--- src/rtl/host_irq_pkg.sv ---
package host_irq_pkg;
  localparam int REG_W       = 32;
  localparam int FLAG_LSB    = 4;
  localparam int FLAG_W      = REG_W - FLAG_LSB;
  localparam int HIGH_TICKS  = 4;
  localparam int FRAME_TICKS = 8;
  localparam int PHASE_W     = $clog2(FRAME_TICKS);

  typedef logic [FLAG_W-1:0] flag_vec_t;
endpackage

--- src/rtl/host_irq_tick.sv ---
module host_irq_tick #(
  parameter int DIV = 6
) (
  input  logic clk,
  input  logic rst_n,
  input  logic restart,
  output logic tick_o
);
  generate
    if (DIV <= 1) begin : g_direct
      logic unused_tick_in;
      assign unused_tick_in = restart ^ clk ^ rst_n;
      assign tick_o = 1'b1;
    end else begin : g_div
      localparam int CW = $clog2(DIV);
      localparam logic [CW-1:0] LAST = CW'(DIV - 1);
      logic [CW-1:0] cnt_q;

      always_ff @(posedge clk or negedge rst_n) begin
        if (!rst_n)              cnt_q <= '0;
        else if (restart)        cnt_q <= '0;
        else if (cnt_q == LAST)  cnt_q <= '0;
        else                     cnt_q <= cnt_q + 1'b1;
      end

      assign tick_o = (cnt_q == LAST);


      tick_spacing_chk: assert property (@(posedge clk) disable iff (!rst_n)
        tick_o |=> !tick_o);
    end
  endgenerate
endmodule

--- src/rtl/host_irq_flags.sv ---
module host_irq_flags
  import host_irq_pkg::*;
(
  input  logic      clk,
  input  logic      rst_n,
  input  logic      set_we,
  input  logic      clr_we,
  input  flag_vec_t data,
  output flag_vec_t flags_o
);
  flag_vec_t flags_q;
  flag_vec_t set_mask;
  flag_vec_t clr_mask;

  always_comb begin
    set_mask = set_we ? data : '0;
    clr_mask = clr_we ? data : '0;
  end

  always_ff @(posedge clk or negedge rst_n) begin
    if (!rst_n) flags_q <= '0;
    else        flags_q <= (flags_q & ~clr_mask) | set_mask;
  end

  assign flags_o = flags_q;


  set_sticks_chk: assert property (@(posedge clk) disable iff (!rst_n)
    set_we |=> ((flags_o & $past(data)) == $past(data)));


  clear_takes_chk: assert property (@(posedge clk) disable iff (!rst_n)
    (clr_we && !set_we) |=> ((flags_o & $past(data)) == '0));


  idle_hold_chk: assert property (@(posedge clk) disable iff (!rst_n)
    (!set_we && !clr_we) |=> $stable(flags_o));
endmodule

--- src/rtl/host_irq_pulse.sv ---
module host_irq_pulse
  import host_irq_pkg::*;
(
  input  logic clk,
  input  logic rst_n,
  input  logic tick,
  input  logic trig,
  output logic accept_o,
  output logic irq_o
);
  localparam logic [PHASE_W-1:0] LAST_PH = PHASE_W'(FRAME_TICKS - 1);
  localparam logic [PHASE_W-1:0] FALL_PH = PHASE_W'(HIGH_TICKS - 1);

  logic               active_q;
  logic [PHASE_W-1:0] phase_q;
  logic               irq_q;

  assign accept_o = trig && !active_q;

  always_ff @(posedge clk or negedge rst_n) begin
    if (!rst_n) begin
      active_q <= 1'b0;
      phase_q  <= '0;
      irq_q    <= 1'b0;
    end else if (accept_o) begin
      active_q <= 1'b1;
      phase_q  <= '0;
      irq_q    <= 1'b1;
    end else if (active_q && tick) begin
      if (phase_q == LAST_PH) begin
        active_q <= 1'b0;
        phase_q  <= '0;
      end else begin
        phase_q  <= phase_q + 1'b1;
      end
      if (phase_q >= FALL_PH) irq_q <= 1'b0;
    end
  end

  assign irq_o = irq_q;


  locked_no_restart_chk: assert property (@(posedge clk) disable iff (!rst_n)
    (trig && active_q) |=> !$rose(irq_o));


  rise_needs_trig_chk: assert property (@(posedge clk) disable iff (!rst_n)
    $rose(irq_o) |-> $past(trig));


  high_in_frame_chk: assert property (@(posedge clk) disable iff (!rst_n)
    irq_o |-> active_q);


  locked_phase_hold_chk: assert property (@(posedge clk) disable iff (!rst_n)
    (trig && active_q && !tick) |=> $stable(phase_q));
endmodule

--- src/rtl/host_irq_gen.sv ---
module host_irq_gen
  import host_irq_pkg::*;
#(
  parameter int DIV_RATIO = 6
) (
  input  logic             clk,
  input  logic             rst_n,
  input  logic             wr_gen,
  input  logic             wr_clr,
  input  logic [REG_W-1:0] wr_data,
  output logic [REG_W-1:0] rd_data,
  output logic             host_irq
);
  flag_vec_t flags;
  logic      tick;
  logic      accept;
  logic      trig;
  logic      unused_rsvd;

  assign unused_rsvd = ^wr_data[FLAG_LSB-1:1];
  assign trig        = wr_gen && wr_data[0];

  host_irq_tick #(.DIV(DIV_RATIO)) u_tick (
    .clk     (clk),
    .rst_n   (rst_n),
    .restart (accept),
    .tick_o  (tick)
  );

  host_irq_flags u_flags (
    .clk     (clk),
    .rst_n   (rst_n),
    .set_we  (wr_gen),
    .clr_we  (wr_clr),
    .data    (wr_data[REG_W-1:FLAG_LSB]),
    .flags_o (flags)
  );

  host_irq_pulse u_pulse (
    .clk      (clk),
    .rst_n    (rst_n),
    .tick     (tick),
    .trig     (trig),
    .accept_o (accept),
    .irq_o    (host_irq)
  );

  assign rd_data = {flags, {FLAG_LSB{1'b0}}};


  clr_no_pulse_chk: assert property (@(posedge clk) disable iff (!rst_n)
    (wr_clr && !wr_gen && !host_irq) |=> !host_irq);
endmodule

--- config.mk ---
export PLATFORM = sky130hd
export DESIGN_NAME = host_irq_gen
export DESIGN_NICKNAME = d
export VERILOG_FILES = /design/src/rtl/host_irq_pkg.sv /design/src/rtl/host_irq_tick.sv /design/src/rtl/host_irq_flags.sv /design/src/rtl/host_irq_pulse.sv /design/src/rtl/host_irq_gen.sv
export SDC_FILE = /design/constraint.sdc
export NUM_CORES = 1
export LEC_CHECK = 0
export BUFFER_PORTS_ARGS = -buffer_cell sky130_fd_sc_hd__buf_2
export CAP_MARGIN = 20
export CORE_ASPECT_RATIO = 1.25
export CORE_MARGIN = 5
export CORE_UTILIZATION = 50
export DETAILED_ROUTE_END_ITERATION = 16
export PLACE_DENSITY = 0.83
export SYNTH_ARGS = -nofsm -noshare
export SYNTH_HDL_FRONTEND = slang
export SYNTH_HIERARCHICAL = 1
export SYNTH_SLANG_ARGS = --single-unit
--- constraint.sdc ---
create_clock -name clk -period 2.11 [get_ports clk]
set_input_delay 0.1055 -clock clk [delete_from_list [all_inputs] [get_ports clk]]
set_output_delay 0.1055 -clock clk [all_outputs]
set_load 0.01 [all_outputs]
==> qor.yml <==
sta:
  drv_slew: 0
  hold_viol_final: 0
  finalSetupTns_ps: 0
  fmax_mhz: 701
  max_slew_margin_pct: 49.5
  rsz0062_at_grt: "no"
  setup_viol: 0
  finalCritPeriodShare_pct: 67.6
  post-route-min-period_ps: 1430
  worstMarginPinSlew_ps: 758
  skew_ps: 14.7
final_layout:
  diodes: 0
  seq_area_sq_um: 901
  nNetsFinal: 253
  fill_cells: 210
  drive_gt1_share_pct: 32.1
  multi_input_area_sq_um: 562
  final_cell_mix: "61 x buf_2, 36 x dfrtp_1, 31 x nand2_1"
  final_common_cell: "buf_2"
  areaGrowthSynthToFinish_pct: 31.5
  finalCoreUtilization_pct: 69.2
die:
  dieWidth_um: 60.0
  core_area_sq_um: 2970
  num_io_pins: 69
  die_h_um: 72.6
  rows: 22
  dieArea_sq_um: 4360
  start_util_pct: 52.7
routing:
  first_pass_iters: 4
  drt_iter0_drc: 45
  post_drt_wl_per_cell_um: 14.5
  drtAntennaViolNets: 0
  wl_um: 3640
  vias: 1329
  drc_errors: 0
  viasPerCell: 5.29
worst_setup_path:
  crit_start: "u_pulse/phase_q[0]"
  regToRegSetupSlack_ps: 680
  cp_slowest_cell: "dfrtp_1"
  crit_path_max_fanout: 5
  reg2reg_to: "u_pulse/irq_o"
  path_class: "reg -> reg"
  path_cells: "ha_1 > ha_1 > a211o_1 > a31oi_1"
  crit_arrival_ps: 1680
  start_kind: "flop"
  timing.rr.start: "u_pulse/phase_q[0]"
  worstPathRequired_ps: 2370
  crit_path_end_kind: "flop"
  r2r_cells: 4
  endpoint: "u_pulse/irq_o"
  crit_top_cell: "ha_1"
  critPathMaxStageDelay_ps: 450
placed_design:
  gp_congestion: 0.804
  hpwl_um: 2550
  port_buffers: 61
logic_synthesis:
  postSynthAreaPerCell_sq_um: 11.3
  synth_top_cell_area_share_pct: 57.6
  yosys.area.top_type: "dfrtp_1"
  synthCells: 138
  netlist_area_sq_um: 1570
  ys_top_cells_by_area: "dfrtp_1 58%, a22o_1 16%, nand2_1 7.4%"
  ys_seq_elements: 36
  ys_types: 20
  yosysWarnings: 6
  synth-seq-area-share_pct: 57.6
cts:
  cts_sinks: 36
  cts_buffer_depth: 2
  cts_made_buffers: 5
  clk_latency_ps: 340
  cts_root_buf: "clkbuf_4"
  clkTransAtPathRegs_ps: 110
  cts_tree: "done"
  cts_htree_levels: 2
run_status:
  status: "completed"
global_routing:
  antenna_found_initial: 0
  grtUsageTotal_pct: 18.0
  grt_pass1_vias: 1330
  grt_start_max_net_pins: 37
  grt_pass1_wl_um: 5950
  grt.overflow.total: 0
power:
  cellPowerDensity_nw_per_um2: 907
  leakage_uw: 0.00106
  vdd_drop_max_v: 0.000658
hold_path:
  hold_path.class: "in -> reg"
  worstHoldPathCells: 2
job:
  drv_cap: 0
[registers in the layout, indices dropped and copies added (netlist names)]
name	count
u_flags/flags_o	28
u_pulse/active_q	1
u_pulse/irq_o	1
u_pulse/phase_q	3
u_tick/g_div.cnt_q	3
[critical path, delay by kind of cell (launching register included)]
kind,cells,cell delay (ps)
AO/OA/AOI/OAI,2,460
adder cells (fa/ha/maj),2,440
flip-flops,1,450
[report_power, final]
group / total [uW] / internal [uW] / switching (uW)
registers: 933 / 821 / 112
clock network: 462 / 248 / 214
logic: 473 / 238 / 234
total: 1870 / 1310 / 559
[cell families (layout without fill, tap and decap cells)]
kind of cell / Yosys count / after routing / share of synthesized area (%)
AO/OA/AOI/OAI: 40 / 40 / 20.1
flip-flops: 36 / 36 / 57.6
buffers and inverters: 14 / 88 / 7.27
other: 1 / 4 / 0.240
AND/OR/NAND/NOR: 44 / 44 / 12.5
adder cells (fa/ha/maj): 3 / 3 / 2.40
[layer usage]
| metal | GRT usage, % | vias up | share of wire (%) |
|---|---|---|---|
| li1 | - | 630 | - |
| met1 | 21.6 | 622 | 41 |
| met2 | 29.6 | 65 | 48 |
| met3 | 5.52 | 12 | 9.2 |
| met4 | 7.39 | 0 | 2.6 |
| met5 | 0 | - | 0 |
[worst min-delay path by stage]
stage	start	end	slack [ps]
2_1_floorplan	rst_n	u_flags/flags_o[0]	-190
3_3_place_gp	rst_n	u_flags/flags_o[8]	210
3_5_place_dp	rst_n	u_flags/flags_o[14]	230
4_1_cts	wr_data[9]	u_flags/flags_o[5]	0.04
5_1_grt	wr_data[21]	u_flags/flags_o[17]	5
6_report	wr_data[27]	u_flags/flags_o[23]	20
[Yosys cell counts]
master    number
dfrtp_1       36
nand2_1       31
a22o_1        28
buf_4          6
a21oi_1        5
a31oi_1        4
nand2b_1       4
nor2_1         4
ha_1           3
inv_1          3
buf_6          2
buf_8          2
nand3b_1       2
o21ai_0        2
a211o_1        1
and2_1         1
and3b_1        1
buf_2          1
conb_1         1
or3b_1         1
[through the flow]
stage / total power (uW) / hold slack (ps) / cell area, sq um / setup WS (ps) / instances
after floorplan: 1220 / -190 / 1580 / 853 / 141
after global placement: 1350 / 206 / 1830 / 792 / 228
after detailed placement: 1400 / 227 / 1830 / 766 / 228
after CTS: 1880 / 0.0438 / 2040 / 695 / 249
after global routing: 1990 / 5.18 / 2060 / 624 / 251
final: 1870 / 19.2 / 2060 / 684 / 251
[what timing repair did]
| item | in CTS | in global routing |
|---|---|---|
| endpoints found under the hold margin | 48 | 2 |
| gates resized for setup | 0 | 0 |
| hold buffers | 13 | 2 |
| setup buffers | 0 | 0 |
| endpoints found under the setup margin | 0 | 0 |
[final cells by class]
type | instances | area share (%)
Timing Repair Buffer | 77 | 22.5
Inverter | 3 | 0.547
Clock inverter | 2 | 1.70
Clock buffer | 6 | 2.01
Multi-Input combinational cell | 91 | 27.3
Sequential cell | 36 | 43.8
Tap cell | 36 | 2.19
No activity file was read; power rests on OpenSTA's default activity.
